### src/rtl/irqc_pkg.sv
package irqc_pkg;
   localparam int NSRC  = 6;
   localparam int SRC_W = 3;
   localparam int NFLAG = 8;
   // flag register bit positions
   localparam int FB_X0  = 0;
   localparam int FB_T0  = 1;
   localparam int FB_X1  = 2;
   localparam int FB_T1  = 3;
   localparam int FB_RX  = 4;
   localparam int FB_TX  = 5;
   localparam int FB_T2O = 6;
   localparam int FB_T2C = 7;
   // enable register global bit
   localparam int EN_GLB = 7;
endpackage

### src/rtl/irqc_sync.sv
module irqc_sync #(
   parameter int STAGES = 2
) (
   input  logic clk,
   input  logic rst_n,
   input  logic pin_i,
   output logic lvl_o,
   output logic fall_o
);
   logic [STAGES-1:0] chain_q;
   logic              prev_q;

   generate
      if (STAGES < 2) begin : g_bad_stages
         $error("irqc_sync: STAGES must be at least 2");
      end
      if (STAGES == 2) begin : g_two
         always_ff @(posedge clk or negedge rst_n) begin
            if (!rst_n) chain_q <= '1;
            else        chain_q <= {chain_q[0], pin_i};
         end
      end else begin : g_deep
         always_ff @(posedge clk or negedge rst_n) begin
            if (!rst_n) chain_q <= '1;
            else        chain_q <= {chain_q[STAGES-2:0], pin_i};
         end
      end
   endgenerate

   always_ff @(posedge clk or negedge rst_n) begin
      if (!rst_n) prev_q <= 1'b1;
      else        prev_q <= chain_q[STAGES-1];
   end

   assign lvl_o  = chain_q[STAGES-1];
   assign fall_o = prev_q & ~chain_q[STAGES-1];
endmodule

### src/rtl/irqc_flags.sv
module irqc_flags
   import irqc_pkg::*;
(
   input  logic             clk,
   input  logic             rst_n,
   input  logic [1:0]       ext_lvl,
   input  logic [1:0]       ext_fall,
   input  logic [1:0]       edge_mode,
   input  logic [1:0]       tmr_ovf,
   input  logic             t2_ovf,
   input  logic             t2_cap,
   input  logic             ser_rx,
   input  logic             ser_tx,
   input  logic             ack_fire,
   input  logic [SRC_W-1:0] ack_src,
   input  logic             sw_we,
   input  logic [NFLAG-1:0] sw_data,
   output logic [NFLAG-1:0] flags_o
);
   logic [NFLAG-1:0] flag_q;
   logic [3:0]       sticky_set;

   assign sticky_set = {t2_cap, t2_ovf, ser_tx, ser_rx};

   generate
      for (genvar i = 0; i < 2; i++) begin : g_pair
         localparam int XB = 2 * i;
         localparam int TB = 2 * i + 1;
         logic x_ack, t_ack;
         assign x_ack = ack_fire && (ack_src == SRC_W'(XB));
         assign t_ack = ack_fire && (ack_src == SRC_W'(TB));

         // external request flag
         always_ff @(posedge clk or negedge rst_n) begin
            if (!rst_n)            flag_q[XB] <= 1'b0;
            else if (sw_we)        flag_q[XB] <= sw_data[XB];
            else if (!edge_mode[i]) flag_q[XB] <= ~ext_lvl[i];
            else if (ext_fall[i])  flag_q[XB] <= 1'b1;
            else if (x_ack)        flag_q[XB] <= 1'b0;
         end

         // timer overflow flag
         always_ff @(posedge clk or negedge rst_n) begin
            if (!rst_n)          flag_q[TB] <= 1'b0;
            else if (sw_we)      flag_q[TB] <= sw_data[TB];
            else if (tmr_ovf[i]) flag_q[TB] <= 1'b1;
            else if (t_ack)      flag_q[TB] <= 1'b0;
         end
      end

      for (genvar k = 0; k < 4; k++) begin : g_sticky
         localparam int SB = FB_RX + k;
         always_ff @(posedge clk or negedge rst_n) begin
            if (!rst_n)             flag_q[SB] <= 1'b0;
            else if (sw_we)         flag_q[SB] <= sw_data[SB];
            else if (sticky_set[k]) flag_q[SB] <= 1'b1;
         end
      end
   endgenerate

   assign flags_o = flag_q;
endmodule

### src/rtl/irqc_pick.sv
module irqc_pick #(
   parameter int N = 6,
   localparam int IW = (N > 1) ? $clog2(N) : 1
) (
   input  logic [N-1:0]  req_i,
   output logic          any_o,
   output logic [IW-1:0] idx_o
);
   always_comb begin
      idx_o = '0;
      for (int k = N - 1; k >= 0; k--) begin
         if (req_i[k]) idx_o = IW'(k);
      end
   end
   assign any_o = |req_i;
endmodule

### src/rtl/irqc_arb.sv
module irqc_arb
   import irqc_pkg::*;
(
   input  logic [NFLAG-1:0] flags,
   input  logic [7:0]       en,
   input  logic [NSRC-1:0]  pri,
   input  logic             ins_hi,
   input  logic             ins_lo,
   output logic             req_o,
   output logic [SRC_W-1:0] src_o,
   output logic             hi_o
);
   logic [NSRC-1:0]  src_req, live, hi_set, lo_set;
   logic             hi_any, lo_any;
   logic [SRC_W-1:0] hi_idx, lo_idx;

   assign src_req = {flags[FB_T2O] | flags[FB_T2C],
                     flags[FB_RX]  | flags[FB_TX],
                     flags[FB_T1], flags[FB_X1], flags[FB_T0], flags[FB_X0]};
   assign live    = src_req & en[NSRC-1:0] & {NSRC{en[EN_GLB]}};
   assign hi_set  = live & pri;
   assign lo_set  = live & ~pri;

   irqc_pick #(.N(NSRC)) u_pick_hi (.req_i(hi_set), .any_o(hi_any), .idx_o(hi_idx));
   irqc_pick #(.N(NSRC)) u_pick_lo (.req_i(lo_set), .any_o(lo_any), .idx_o(lo_idx));

   always_comb begin
      req_o = 1'b0;
      src_o = '0;
      hi_o  = 1'b0;
      if (hi_any && !ins_hi) begin
         req_o = 1'b1;
         src_o = hi_idx;
         hi_o  = 1'b1;
      end else if (lo_any && !ins_hi && !ins_lo) begin
         req_o = 1'b1;
         src_o = lo_idx;
      end
   end
endmodule

### src/rtl/irqc_nest.sv
module irqc_nest (
   input  logic clk,
   input  logic rst_n,
   input  logic ack_fire,
   input  logic ack_hi,
   input  logic reti,
   output logic ins_hi,
   output logic ins_lo
);
   always_ff @(posedge clk or negedge rst_n) begin
      if (!rst_n) begin
         ins_hi <= 1'b0;
         ins_lo <= 1'b0;
      end else if (ack_fire) begin
         if (ack_hi) ins_hi <= 1'b1;
         else        ins_lo <= 1'b1;
      end else if (reti) begin
         if (ins_hi) ins_hi <= 1'b0;
         else        ins_lo <= 1'b0;
      end
   end
endmodule

### src/rtl/prio_irq_ctrl.sv
module prio_irq_ctrl
   import irqc_pkg::*;
#(
   parameter int          SYNC_STAGES = 2,
   parameter int          ADDR_W      = 8,
   parameter int          VEC_W       = 16,
   parameter int          VEC_BASE    = 3,
   parameter int          VEC_STRIDE  = 8,
   parameter logic [7:0]  EN_ADDR     = 8'hA8,
   parameter logic [7:0]  PRI_ADDR    = 8'hB8,
   parameter logic [7:0]  MODE_ADDR   = 8'h88,
   parameter logic [7:0]  FLAG_ADDR   = 8'h8E
) (
   input  logic              clk,
   input  logic              rst_n,
   input  logic [1:0]        ext_n_i,
   input  logic [1:0]        tmr_ovf_i,
   input  logic              t2_ovf_i,
   input  logic              t2_cap_i,
   input  logic              ser_rx_i,
   input  logic              ser_tx_i,
   input  logic              reg_we,
   input  logic [ADDR_W-1:0] reg_addr,
   input  logic [7:0]        reg_wdata,
   output logic [7:0]        reg_rdata,
   output logic              irq_req,
   output logic [VEC_W-1:0]  irq_vec,
   input  logic              irq_ack,
   input  logic              irq_reti
);
   localparam int VEC_TOP = VEC_BASE + VEC_STRIDE * (NSRC - 1);

   generate
      if (VEC_TOP >= (1 << VEC_W)) begin : g_bad_vec
         $error("prio_irq_ctrl: vector range does not fit VEC_W");
      end
      if (ADDR_W < 8) begin : g_bad_addr
         $error("prio_irq_ctrl: ADDR_W must cover 8-bit register addresses");
      end
   endgenerate

   logic [7:0]       en_q;
   logic [NSRC-1:0]  pri_q;
   logic [1:0]       mode_q;
   logic [NFLAG-1:0] flag_q;
   logic [1:0]       ext_lvl, ext_fall;
   logic             ins_hi, ins_lo;
   logic             grant, grant_hi, ack_fire;
   logic [SRC_W-1:0] grant_src;
   logic             wr_en, wr_pri, wr_mode, wr_flag;

   assign wr_en   = reg_we && (reg_addr == ADDR_W'(EN_ADDR));
   assign wr_pri  = reg_we && (reg_addr == ADDR_W'(PRI_ADDR));
   assign wr_mode = reg_we && (reg_addr == ADDR_W'(MODE_ADDR));
   assign wr_flag = reg_we && (reg_addr == ADDR_W'(FLAG_ADDR));

   always_ff @(posedge clk or negedge rst_n) begin
      if (!rst_n) begin
         en_q   <= '0;
         pri_q  <= '0;
         mode_q <= '0;
      end else begin
         if (wr_en)   en_q   <= reg_wdata & 8'hBF;
         if (wr_pri)  pri_q  <= reg_wdata[NSRC-1:0];
         if (wr_mode) mode_q <= reg_wdata[1:0];
      end
   end

   always_comb begin
      reg_rdata = '0;
      if      (reg_addr == ADDR_W'(EN_ADDR))   reg_rdata = en_q;
      else if (reg_addr == ADDR_W'(PRI_ADDR))  reg_rdata = 8'(pri_q);
      else if (reg_addr == ADDR_W'(MODE_ADDR)) reg_rdata = 8'(mode_q);
      else if (reg_addr == ADDR_W'(FLAG_ADDR)) reg_rdata = flag_q;
   end

   generate
      for (genvar p = 0; p < 2; p++) begin : g_pin
         irqc_sync #(.STAGES(SYNC_STAGES)) u_sync (
            .clk    (clk),
            .rst_n  (rst_n),
            .pin_i  (ext_n_i[p]),
            .lvl_o  (ext_lvl[p]),
            .fall_o (ext_fall[p])
         );
      end
   endgenerate

   assign ack_fire = irq_ack && grant;

   irqc_flags u_flags (
      .clk       (clk),
      .rst_n     (rst_n),
      .ext_lvl   (ext_lvl),
      .ext_fall  (ext_fall),
      .edge_mode (mode_q),
      .tmr_ovf   (tmr_ovf_i),
      .t2_ovf    (t2_ovf_i),
      .t2_cap    (t2_cap_i),
      .ser_rx    (ser_rx_i),
      .ser_tx    (ser_tx_i),
      .ack_fire  (ack_fire),
      .ack_src   (grant_src),
      .sw_we     (wr_flag),
      .sw_data   (reg_wdata),
      .flags_o   (flag_q)
   );

   irqc_arb u_arb (
      .flags  (flag_q),
      .en     (en_q),
      .pri    (pri_q),
      .ins_hi (ins_hi),
      .ins_lo (ins_lo),
      .req_o  (grant),
      .src_o  (grant_src),
      .hi_o   (grant_hi)
   );

   irqc_nest u_nest (
      .clk      (clk),
      .rst_n    (rst_n),
      .ack_fire (ack_fire),
      .ack_hi   (grant_hi),
      .reti     (irq_reti),
      .ins_hi   (ins_hi),
      .ins_lo   (ins_lo)
   );

   assign irq_req = grant;
   assign irq_vec = VEC_W'(VEC_BASE) + VEC_W'(VEC_STRIDE) * VEC_W'(grant_src);
endmodule

### config.mk
export PLATFORM = sky130hd
export DESIGN_NAME = prio_irq_ctrl
export DESIGN_NICKNAME = d
export VERILOG_FILES = /design/src/rtl/irqc_pkg.sv /design/src/rtl/irqc_sync.sv /design/src/rtl/irqc_flags.sv /design/src/rtl/irqc_pick.sv /design/src/rtl/irqc_arb.sv /design/src/rtl/irqc_nest.sv /design/src/rtl/prio_irq_ctrl.sv
export SDC_FILE = /design/constraint.sdc
export NUM_CORES = 1
export LEC_CHECK = 0
export BUFFER_PORTS_ARGS = -buffer_cell sky130_fd_sc_hd__buf_2
export CORE_ASPECT_RATIO = 0.8
export CORE_UTILIZATION = 40
export DETAILED_ROUTE_END_ITERATION = 12
export GPL_TIMING_DRIVEN = 1
export PLACE_DENSITY = 0.66
export SYNTH_ARGS = -nofsm -noshare
export SYNTH_HDL_FRONTEND = slang
export SYNTH_HIERARCHICAL = 1
export SYNTH_SLANG_ARGS = --single-unit
### constraint.sdc
create_clock -name clk -period 3.1 [get_ports clk]
set_input_delay 0.465 -clock clk [delete_from_list [all_inputs] [get_ports clk]]
set_output_delay 0.465 -clock clk [all_outputs]
set_load 0.02 [all_outputs]
# Word-level counts from Yosys, hierarchy flattened

Cells that the tools add are included.

Memories kept: 0
Logic and storage cells: 117
Flip-flop bits (word level): 31
RAM bits: 0
Latch bits: 0
Output and inout bits: 25
Memory bits (read-only): 0

Magnitude comparators: 0
Divide/modulo/power cells: 0
Reductions and logical operators: 26
Eq/ne operators: 12
Bitwise gates (word level): 11
Muxes and demuxes: 50
Add/sub/neg operators: 1
Shift operators: 0
Multipliers: 0

Operators by type and width:

| kind                  | number |
|---|---|
| $mux W3               | 14 |
| $eq A8 B8 Y1 const B  | 4 |
| $mux W1               | 32 |
| $mux W8               | 4 |
| $and A6 B6 Y6         | 4 |
| $logic_and A1 B1 Y1   | 12 |
| $reduce_or A6 Y1      | 2 |
| $reduce_bool A2 Y1    | 5 |
| $ne A4 B1 Y1 const B  | 2 |
| $add A2 B6 Y7 const A | 1 |
| $eq A3 B2 Y1 const B  | 2 |
| $ne A2 B2 Y1 const B  | 3 |
| $not A6 Y6            | 1 |
| $reduce_bool A3 Y1    | 2 |
| $eq A3 B1 Y1 const B  | 1 |
| $logic_not A3 Y1      | 1 |
| $reduce_and A3 Y1     | 1 |
| $and A1 B1 Y1         | 2 |
| $logic_not A1 Y1      | 2 |
| $not A1 Y1            | 2 |
| $or A1 B1 Y1          | 2 |
| $reduce_and A2 Y1     | 1 |

# Depth between registers and ports, before layout

Gate-level depths: netlist (run 1).

Depth in word-level cells: 18
Mapped depth: 10
Mapped depth without buffers: 10

# Hierarchy

Netlist (run 1), hierarchy kept.

By module, submodules not included:

| module        | times used | area an instance (um^2) | sequential area each (um^2) | cells each |
|---|---|---|---|---|
| prio_irq_ctrl | 1          | 974.7                   | 375.4                       | 89 |
| irqc_flags    | 1          | 385.4                   | 200.2                       | 40 |
| irqc_sync     | 2          | 92.6                    | 78.8                        | 4 |
| irqc_arb      | 1          | 181.4                   | 0.0                         | 37 |
| irqc_pick     | 2          | 52.6                    | 0.0                         | 10 |
| irqc_nest     | 1          | 90.1                    | 50.0                        | 9 |

# Worst setup path after synthesis (run 1)

No wires, ideal clock.

Path kind: flip-flop to flip-flop
Start: register en_q[7]
End: register u_flags.flag_q[1], in the netlist u_flags/flags_o[1]
Arrival time: 3081 ps
Setup slack: -117 ps
Clock period less this slack: 3217 ps
Required time: 2964 ps
Cell stages (with the launch flop): 10
Path through: dfrtp_1 nand3_1 nor2_1 or4_1 or3_1 nand4bb_1 a21oi_1 or4bb_2 a211oi_1 a21oi_1

Elaborated cells between the ends (all ways): 28
Those cells by class: eq/ne (1); mux (16); bitwise (3); reduce/logical (8)

RTL lines:

| item                                                | line                                  | source |
|---|---|---|
| start: declaration                                  | prio_irq_ctrl.sv:42                   | `logic [7:0] en_q;` |
| start signal: assignment                            | prio_irq_ctrl.sv:63                   | `if (wr_en) en_q <= reg_wdata & 8'hBF;` |
| $and A6 B6 Y6 (*)                                   | irqc_arb.sv:20                        | `assign live = src_req & en[NSRC-1:0] & {NSRC{en[EN_GLB]}};` |
| $and A6 B6 Y6 (*)                                   | irqc_arb.sv:21                        | `assign hi_set = live & pri;` |
| via u_arb.hi_set[0]                                 | irqc_arb.sv:13                        | `logic [NSRC-1:0] src_req, live, hi_set, lo_set;` |
| $reduce_or A6 Y1 (*)                                | irqc_pick.sv:15                       | `assign any_o = \|req_i;` |
| via u_arb.hi_any                                    | irqc_arb.sv:14                        | `logic hi_any, lo_any;` |
| $logic_and A1 B1 Y1 (*)                             | irqc_arb.sv:31                        | `if (hi_any && !ins_hi) begin` |
| $mux W3 or $mux W1 (tied branches)                  | irqc_arb.sv:31                        |  |
| $eq A3 B1 Y1 or $logic_and A1 B1 Y1 (tied branches) | irqc_flags.sv:31, prio_irq_ctrl.sv:89 |  |
| $logic_and A1 B1 Y1 (*)                             | irqc_flags.sv:31                      | `assign t_ack = ack_fire && (ack_src == SRC_W'(TB));` |
| $reduce_bool A3 Y1 (no line) (*)                    | --                                    |  |
| end signal: indexed assignment                      | irqc_flags.sv:45                      | `else if (sw_we) flag_q[TB] <= sw_data[TB];` |
| end: declaration                                    | irqc_flags.sv:20                      | `logic [NFLAG-1:0] flag_q;` |

The timed path passes the listed nets; every way through them passes the cells marked *.
A chain may end at the register's enable or synchronous reset.

# Worst setup path after layout (run 1)

Start: register en_q[7]
End: register u_flags.flag_q[0], in the netlist u_flags/flags_o[0]

Elaborated cells between the ends (all ways): 28
Those cells by class: eq/ne (1); mux (16); bitwise (3); reduce/logical (8)

RTL lines:

| item                                                    | line                                  | source |
|---|---|---|
| $and A6 B6 Y6 (*)                                       | irqc_arb.sv:20                        |  |
| $and A6 B6 Y6 (*)                                       | irqc_arb.sv:22                        | `assign lo_set = live & ~pri;` |
| via u_arb.lo_set[0]                                     | irqc_arb.sv:13                        |  |
| $reduce_or A6 Y1 (*)                                    | irqc_pick.sv:15                       |  |
| via u_arb.lo_any                                        | irqc_arb.sv:14                        |  |
| $logic_and A1 B1 Y1 (*) (2 in series)                   | irqc_arb.sv:35                        | `end else if (lo_any && !ins_hi && !ins_lo) begin` |
| $mux W3 or $mux W1 (tied branches)                      | irqc_arb.sv:35                        |  |
| $mux W3 or $mux W1 (tied branches)                      | irqc_arb.sv:31                        |  |
| $logic_not A3 Y1 or $logic_and A1 B1 Y1 (tied branches) | irqc_flags.sv:30, prio_irq_ctrl.sv:89 |  |
| $logic_and A1 B1 Y1 (*)                                 | irqc_flags.sv:30                      | `assign x_ack = ack_fire && (ack_src == SRC_W'(XB));` |
| $ne A4 B1 Y1 (no line) (*)                              | --                                    |  |
| end signal: indexed assignment                          | irqc_flags.sv:36                      | `else if (sw_we) flag_q[XB] <= sw_data[XB];` |
| end signal: indexed assignment                          | irqc_flags.sv:37                      | `else if (!edge_mode[i]) flag_q[XB] <= ~ext_lvl[i];` |

Marks and branches as above.

==> flow_metrics.tcl, run 1 <==
set metrics [dict create \
    outcome "finished clean" \
    finalHoldViolations 0 \
    dieHeight_um 64.0 \
    ys_ff_latch 31 \
    die_w_um 79.5 \
    synth_area_leaders "dfrtp_1, mux2_2, dfstp_2" \
    arrival_ns 3.15 \
    dp_hpwl_um 3380 \
    synthFlopType "dfrtp_1" \
    finalCritPeriodShare 0.957 \
    die_area_um2 5090 \
    p_leak_nw 1.03 \
    drt-pass1-iter-count 4 \
    cts_tree "built" \
    setup_viol 0 \
    critPathKind "reg -> reg" \
    slowest_delay_ns 0.54 \
    fin_hold_ws_ns 0.207 \
    power.switching_mw 0.234 \
    r2r_cells 10 \
    vias_per_cell 5.24 \
    fin_crit_ns 2.97 \
    ys_types 43 \
    clk-insertion-delay-late_ns 0.29 \
    synth-seq-area-share 0.408 \
    pwr-share-comb 0.107 \
    wl_um 4460 \
    worst_setup_path_end_kind "flop" \
    num-nets-final 276 \
    crit_family "simple AND/OR/NAND/NOR gates" \
    drc 0 \
    crit_start "en_q[7]" \
    grt_pass1_vias 1480 \
    synthAdderAreaFrac 0 \
    area_growth_syn_to_layout_pct 17.8 \
    grt_max_degree 32 \
    placed_cells 299 \
    r2r-start "en_q[7]" \
    ir_drop_uv 232 \
    pwr-share-seq 0.514 \
    synth_top_cell_area_share 0.326 \
    powerDensity_nw_per_um2 376 \
    route.vias.total 1614 \
    internal-power_mw 0.616 \
    clockPowerShare 0.379 \
    cts_buffer_depth 2 \
    critical_path_required_ns 3.28 \
    synth_compound_area_frac 0.119 \
    drive_gt1_frac 0.355 \
    ios 54 \
    clkTransAtPathRegs_ns 0.07 \
    yosys.area.top_type "dfrtp_1" \
    postSynthCellCount 203 \
    synth_mux_area_frac 0.0983 \
    cp_slowest_cell "or4_4" \
    start_util 0.418 \
    synth-xor-area-share 0 \
    tns_ns 0 \
    start_kind "flop" \
    hold_path_class "in -> async" \
    worst-path-buf-inv 1 \
    drv_slew 0 \
    skew_ns 0.00524 \
    overflow 0 \
    cts_buffers 5 \
    async_flop_share 1.00 \
    path_cells "nand3_1, nor2_1, or4_4, or3_4, nand4bb_1, a21oi_2, buf_4, or4b_1, a211o_1, a22o_1" \
    drv_cap 0 \
    gp_congestion 0.918 \
    synth_edf_count 0 \
    crit_cells 10 \
    grt.total_usage 0.192 \
    max_freq_mhz 337 \
    synth-simple-area-share 0.279 \
    synth_area_um2 1920 \
    synth_top_family_by_area "simple AND/OR/NAND/NOR gates" \
    ctsHoldBuffers 0 \
    root_buffer "clkbuf_8" \
    crit_fanout 6 \
    cts_htree_levels 2 \
    r2r_setup_slack_ns 0.13 \
    slew-limit-headroom 0.534 \
    rsz0062_at_grt "false" \
    wl_per_cell_um 14.5 \
    core_um2 4600 \
    io_buffers 40 \
    syn_area_per_cell_um2 9.47 \
    switching_share 0.275 \
    antenna_left 0 \
    antenna_found_initial 0 \
    diodes 0 \
    dr.first_iter.drc_count 93 \
    fp-row-count 22 \
    ys_warn_count 6 \
    cts.sinks 31 \
    stdcell_count 308 \
    grt_pass1_wl_um 7210 \
    tightest_slew_ns 0.698 \
]
through the flow:
stage | worst slack, ns | util | power, mW | area (um^2)
after floorplan | 0.0223 | - | 0.503 | 1970
after global placement | 0.126 | 0.467 | 0.532 | 2150
after detailed placement | 0.0533 | 0.467 | 0.533 | 2150
after CTS | 0.00970 | 0.486 | 0.860 | 2230
after global routing | 0.0220 | 0.492 | 0.888 | 2260
final | 0.133 | 0.492 | 0.850 | 2260
state kept, by name (all words and copies together) (netlist names):
register	count
en_q	7
g_pin.u_sync/chain_q	4
g_pin.u_sync/prev_q	2
mode_q	2
pri_q	6
u_flags/flags_o	8
u_nest/ins_hi	1
u_nest/ins_lo	1
cell families (layout without fill, tap and decap cells):
| group | Yosys count | count (layout) |
|---|---|---|
| compound gates | 33 | 33 |
| buf+inv | 33 | 67 |
| flops | 31 | 31 |
| mux | 17 | 17 |
| other cells | 2 | 13 |
| simple gates | 87 | 87 |
power by group through the flow:
stage | logic, mW | registers [mW] | clock network, mW
2_1_floorplan | 0.0635 | 0.439 | 0
3_3_place_gp | 0.0878 | 0.444 | 0
3_5_place_dp | 0.0890 | 0.444 | 0
4_1_cts | 0.0892 | 0.437 | 0.334
5_1_grt | 0.100 | 0.439 | 0.348
6_report | 0.0910 | 0.437 | 0.322
worst paths after layout:
kind / endpoint
max: u_flags/flags_o[0]
min: u_flags/flags_o[6]
max reg2reg: u_flags/flags_o[0]
min reg2reg: g_pin[1].u_sync/chain_q[1]
max in group asynchronous: en_q[7]
min in group clk: g_pin[0].u_sync/chain_q[0]
cell usage after synthesis, types with 3 or more instances:
| library cell | instances |
|---|---|
| buf_4 | 14 |
| o21ai_0 | 4 |
| mux2_2 | 15 |
| inv_1 | 15 |
| and2_1 | 4 |
| dfstp_2 | 6 |
| nand4_1 | 4 |
| nand2_1 | 10 |
| nand3_1 | 9 |
| dfrtp_1 | 25 |
| a21oi_1 | 10 |
| clkbuf_1 | 3 |
| a2bb2oi_1 | 4 |
| nor2_1 | 28 |
| nand2b_1 | 8 |
| nand4bb_1 | 3 |
worst register-to-register path, stage by stage, from the launching register on:
cell,delay (ns)
dfrtp_2,0.44
nand3_1,0.10
nor2_1,0.07
or4_4,0.54
or3_4,0.37
nand4bb_1,0.13
a21oi_2,0.07
buf_4,0.15
or4b_1,0.51
a211o_1,0.30
a22o_1,0.17
final cells by class:
cell class / count / area [um^2]
repair buffers: 44 / 230
inverters: 15 / 56.3
multi-input cells: 150 / 1030
well taps: 60 / 75.1
fillers: 459 / 2330
flip-flops and latches: 31 / 785
clock buffers: 6 / 72.6
clock inverters: 2 / 12.5
metal layers:
metal	global-route usage	share of wire	vias to the layer above
met5	0	0	-
met4	0.0750	0.014	0
met3	0.0457	0.089	6
met2	0.262	0.42	63
met1	0.288	0.48	766
li1	-	-	779
cells in the final DEF (no fill, tap or decap), drive strengths merged, types with 2 or more instances in the layout:
| master | synthesis | final |
|---|---|---|
| and2 | 4 | 4 |
| conb | 2 | 13 |
| or4bb | 2 | 2 |
| o21ai | 4 | 4 |
| nand2b | 8 | 8 |
| inv | 15 | 15 |
| nor2b | 4 | 4 |
| dfrtp | 25 | 25 |
| or3 | 2 | 2 |
| clkbuf | 3 | 6 |
| or4 | 2 | 2 |
| a211oi | 2 | 2 |
| nand3 | 9 | 9 |
| nor2 | 28 | 28 |
| a2bb2oi | 4 | 4 |
| o22ai | 2 | 2 |
| nor4b | 2 | 2 |
| a21oi | 10 | 10 |
| a221oi | 3 | 3 |
| dfstp | 6 | 6 |
| buf | 15 | 44 |
| mux2i | 2 | 2 |
| nand4bb | 3 | 3 |
| nand2 | 10 | 10 |
| o211ai | 2 | 2 |
| mux2 | 15 | 15 |
| a22oi | 2 | 2 |
| nand4 | 5 | 5 |
| nor3 | 2 | 2 |
timing repair:
item / 4_1_cts / 5_1_grt
endpoints found under the setup margin: 0 / 6
gates resized for setup: 0 / 6
buffers inserted: 0 / 1
endpoints found under the hold margin: 0 / 0
No activity file was read; power rests on OpenSTA's default activity.
==> run 2, diff against run 1 <==
REMOVE_ABC_BUFFERS = 1   (was default)
==> run 2 against run 1 <==
- critical path depth stayed put
- register-to-register slack worse by 0.06 ns
- worst setup slack got worse by 0.063 ns
- largest cell class unchanged
==> flow_metrics.tcl, run 2 (synthesis gave the netlist of run 1 again) <==
set metrics [dict create \
    cts_tree "built" \
    finalHoldViolations 0 \
    clk-insertion-delay-late_ns 0.29 \
    core_um2 4600 \
    antenna_left 0 \
    antenna_found_initial 0 \
    root_buffer "clkbuf_8" \
    cts_htree_levels 2 \
    gp_congestion 0.871 \
    diodes 0 \
    internal-power_mw 0.785 \
    fin_crit_ns 3.03 \
    dr.first_iter.drc_count 82 \
    die_area_um2 5090 \
    outcome "finished clean" \
    drt-pass1-iter-count 4 \
    drv_slew 0 \
    wl_per_cell_um 15.0 \
    wl_met1_um 2300 \
    ios 54 \
    switching_share 0.224 \
    area_growth_syn_to_layout_pct 24.3 \
    powerDensity_nw_per_um2 424 \
    stdcell_count 317 \
    place_area_um2 2190 \
    layout_common_cells "buf_2, nor2_1, dfrtp_1" \
    pwr-share-comb 0.097 \
    critical_path_required_ns 3.28 \
    p_leak_nw 1.10 \
    setup_viol 0 \
    critPathKind "reg -> reg" \
    dp_hpwl_um 3450 \
    die_w_um 79.5 \
    fin_area_um2 2390 \
    slew-limit-headroom 0.527 \
    drc 0 \
    worst_setup_path_end_kind "flop" \
    start_kind "flop" \
    crit_fanout 6 \
    drv_cap 0 \
    wl_um 4750 \
    largest_reg_flops 8 \
    highest_layer "met4" \
    start_util 0.418 \
    tightest_slew_ns 0.709 \
    grt_pass1_vias 1570 \
    drive_gt1_frac 0.377 \
    max_freq_mhz 330 \
    cts_buffer_depth 2 \
    overflow 0 \
    grt_pass1_wl_um 7600 \
    cts_buffers 5 \
    route.vias.total 1650 \
    fp-row-count 22 \
    placed_cells 306 \
    grt.total_usage 0.201 \
    grt_max_degree 32 \
    finalCritPeriodShare 0.977 \
    clockPowerShare 0.473 \
    pwr-share-seq 0.430 \
    clkTransAtPathRegs_ns 0.07 \
    cts.sinks 31 \
    num-nets-final 285 \
    io_buffers 40 \
    dr_wl_met3_um 265 \
    fillCellCount 422 \
    ir_drop_uv 270 \
    skew_ns 0.00538 \
    dieHeight_um 64.0 \
    arrival_ns 3.21 \
    final_common_cell "buf_2" \
    hold_path_class "in -> async" \
    dr_wl_met2_um 2160 \
    vias_per_cell 5.21 \
    power.switching_mw 0.227 \
]
## run 2: repair_timing
item | in CTS | in global routing
setup endpoints to repair | 2 | 6
gates resized for setup | 2 | 10
hold buffers | 0 | 0
hold endpoints to repair | 0 | 0
setup buffers | 2 | 1
pin swaps | 2 | 2
## run 2: layout make-up
| type | instances | area [um^2] | share of cell area |
|---|---|---|---|
| flip-flops and latches | 31 | 785 | 0.328 |
| well taps | 60 | 75.1 | 0.0314 |
| inverters | 15 | 56.3 | 0.0236 |
| clock buffers | 6 | 72.6 | 0.0304 |
| clock inverters | 2 | 60.1 | 0.0251 |
| multi-input cells | 150 | 1040 | 0.434 |
| repair buffers | 53 | 303 | 0.127 |
## run 2: worst paths after layout
check                      slack (ns)                         end  cells after the start                        from
hold / removal                   0.22          u_flags/flags_o[4]                      1                       rst_n
hold reg to reg                  0.36  g_pin[1].u_sync/chain_q[1]                      0  g_pin[1].u_sync/chain_q[0]
setup reg to reg                 0.07          u_flags/flags_o[0]                     10                     en_q[7]
setup / recovery                 0.07          u_flags/flags_o[0]                     10                     en_q[7]
max in group asynchronous        2.38                     en_q[7]                      1                       rst_n
min in group clk                 0.27  g_pin[0].u_sync/chain_q[0]                      1                  ext_n_i[0]
## run 2: per-stage QoR
| step | setup TNS, ns | hold WS (ns) | setup WS (ns) | util | power [mW] |
|---|---|---|---|---|---|
| final | 0 | 0.218 | 0.0698 | 0.520 | 1.01 |
| after global routing | -0.00459 | 0.245 | -0.00459 | 0.520 | 1.06 |
| after global placement | 0 | 0.345 | 0.0301 | 0.477 | 0.536 |
| after CTS | 0 | 0.253 | 0.0101 | 0.511 | 1.02 |
| after detailed placement | -0.0840 | 0.347 | -0.0840 | 0.477 | 0.538 |
| after floorplan | -0.176 | 0.169 | -0.122 | - | 0.487 |
## run 2: power groups by stage
stage / clock network (mW) / registers, mW / logic [mW]
global placement: 0 / 0.442 / 0.0944
detailed placement: 0 / 0.442 / 0.0961
floorplan: 0 / 0.439 / 0.0480
global route: 0.512 / 0.436 / 0.107
finish: 0.479 / 0.435 / 0.0981
CTS: 0.489 / 0.435 / 0.0969
## run 2: worst max-delay path, cell delays in order (launching register included)
cell       delay, ns
dfrtp_2         0.44
nand3_1         0.10
nor2_1          0.08
or4_4           0.54
or3_4           0.37
nand4bb_1       0.13
a21oi_2         0.08
buf_4           0.16
or4b_1          0.53
a211o_1         0.31
a22o_1          0.18
## run 2: layer usage
metal,up-vias,track usage
met2,50,0.312
met3,3,0.0657
li1,798,-
met1,799,0.269
met4,0,0.0500
met5,-,0
==> run 3, diff against run 2 <==
CORE_UTILIZATION = 29   (was 40)
PLACE_DENSITY = default   (was 0.66)
==> run 3 against run 2 <==
- critical path depth unchanged
- largest cell class unchanged
- core utilization decreased by 15 points
- die area increased by 37%
- critical path type unchanged
- hold slack improved by 0.0072 ns
- cell count up 6.6%
- clock-buffer cell count unchanged
- critical endpoint unchanged
- non-clock buffer count is 2 lower
==> flow_metrics.tcl, run 3 (synthesis gave the netlist of run 1 again) <==
set metrics [dict create \
    slew-limit-headroom 0.530 \
    clk-insertion-delay-late_ns 0.28 \
    drt-pass1-iter-count 4 \
    cts_tree "built" \
    core_um2 6410 \
    fin_hold_ws_ns 0.225 \
    layout_common_cells "buf_2, nor2_1, dfrtp_1" \
    cts_buffer_depth 2 \
    die_w_um 93.0 \
    dr.first_iter.drc_count 114 \
    fillCellCount 665 \
    worst_setup_path_end_kind "flop" \
    start_kind "flop" \
    dieHeight_um 74.8 \
    p_leak_nw 1.07 \
    finalHoldViolations 0 \
    arrival_ns 3.19 \
    grt_pass1_wl_um 7810 \
    tns_ns 0 \
    ir_drop_uv 153 \
    die_area_um2 6960 \
    finalCritPeriodShare 0.975 \
    multi_input_area_um2 1040 \
    hold_path_class "in -> async" \
    ios 54 \
    wl_um 4950 \
    skew_ns 0.00191 \
    wl_per_cell_um 14.6 \
    r2r-start "en_q[7]" \
    drive_gt1_frac 0.378 \
    outcome "finished clean" \
    start_util 0.300 \
    stdcell_count 338 \
    grt_pass1_vias 1516 \
    io_buffers 40 \
    vias_per_cell 4.84 \
    diodes 0 \
    powerDensity_nw_per_um2 362 \
    fin_crit_ns 3.02 \
    num-nets-final 283 \
    drv_slew 0 \
    tightest_slew_ns 0.705 \
    area_growth_syn_to_layout_pct 22.9 \
    placed_cells 330 \
    grt_max_degree 32 \
    dp_hpwl_um 3720 \
    antenna_left 0 \
    antenna_found_initial 0 \
    gp_congestion 0.791 \
    highest_layer "met4" \
    final_common_cell "buf_2" \
    overflow 0 \
    ff_latch_area_um2 785 \
    r2r_cells 10 \
    clkTransAtPathRegs_ns 0.06 \
    route.vias.total 1636 \
    fp-row-count 26 \
    cts_htree_levels 2 \
    cts_buffers 5 \
    cts.sinks 31 \
    max_freq_mhz 331 \
    drc 0 \
    wl_met1_um 2370 \
    critPathKind "reg -> reg" \
    critical_path_required_ns 3.27 \
    ctsHoldBuffers 0 \
    root_buffer "clkbuf_8" \
    largest_reg_flops 8 \
    r2r_end "u_flags/flags_o[0]" \
    r2r_setup_slack_ns 0.08 \
    dr_wl_met3_um 347 \
    setup_viol 0 \
    crit_fanout 6 \
    grt.total_usage 0.151 \
    drv_cap 0 \
    dr_wl_met2_um 2220 \
]
run 3: power breakdown:
group          internal, mW  switching, mW
clock network         0.174          0.151
logic                0.0388         0.0573
registers             0.423         0.0123
total                 0.636          0.220
run 3: metal layers:
layer / GRT usage / vias up
li1: - / 791
met1: 0.211 / 791
met2: 0.227 / 52
met3: 0.0424 / 2
met4: 0.0462 / 0
met5: 0 / -
run 3: repair_timing:
item | CTS | global route
setup buffers | 0 | 1
resized for setup | 2 | 10
setup endpoints to repair | 2 | 6
pin swaps | 0 | 2
run 3: how the worst max path moves through the flow:
stage	startpoint	to	slack [ns]
2_1_floorplan	en_q[7]	u_flags/flags_o[1]	-0.12
3_3_place_gp	en_q[7]	u_flags/flags_o[1]	0.04
3_5_place_dp	en_q[7]	u_flags/flags_o[1]	-0.05
4_1_cts	en_q[7]	u_flags/flags_o[1]	0.02
5_1_grt	en_q[7]	u_flags/flags_o[0]	-0.01
6_report	en_q[7]	u_flags/flags_o[0]	0.08
run 3: layout make-up:
class / instances / area share
Multi-Input combinational cell: 150 / 0.440
Timing Repair Buffer: 51 / 0.122
Sequential cell: 31 / 0.332
Inverter: 15 / 0.0238
Tap cell: 84 / 0.0445
Clock inverter: 1 / 0.00212
Clock buffer: 6 / 0.0350
run 3: worst max-delay path, stage by stage (launching register included):
cell       delay [ns]
dfrtp_2          0.45
nand3_1          0.11
nor2_1           0.10
or4_4            0.52
or3_4            0.36
nand4bb_1        0.11
a21oi_1          0.08
buf_4            0.16
or4b_1           0.51
a211o_1          0.32
a22o_1           0.18
run 3: metrics by stage:
stage | util | setup slack (ns) | total power, mW | cell area, um^2
floorplan | - | -0.122 | 0.487 | 1840
global placement | 0.347 | 0.0390 | 0.536 | 2220
CTS | 0.362 | 0.0185 | 0.867 | 2320
global route | 0.369 | -0.0150 | 0.895 | 2360
finish | 0.369 | 0.0761 | 0.856 | 2360
detailed placement | 0.347 | -0.0461 | 0.538 | 2220
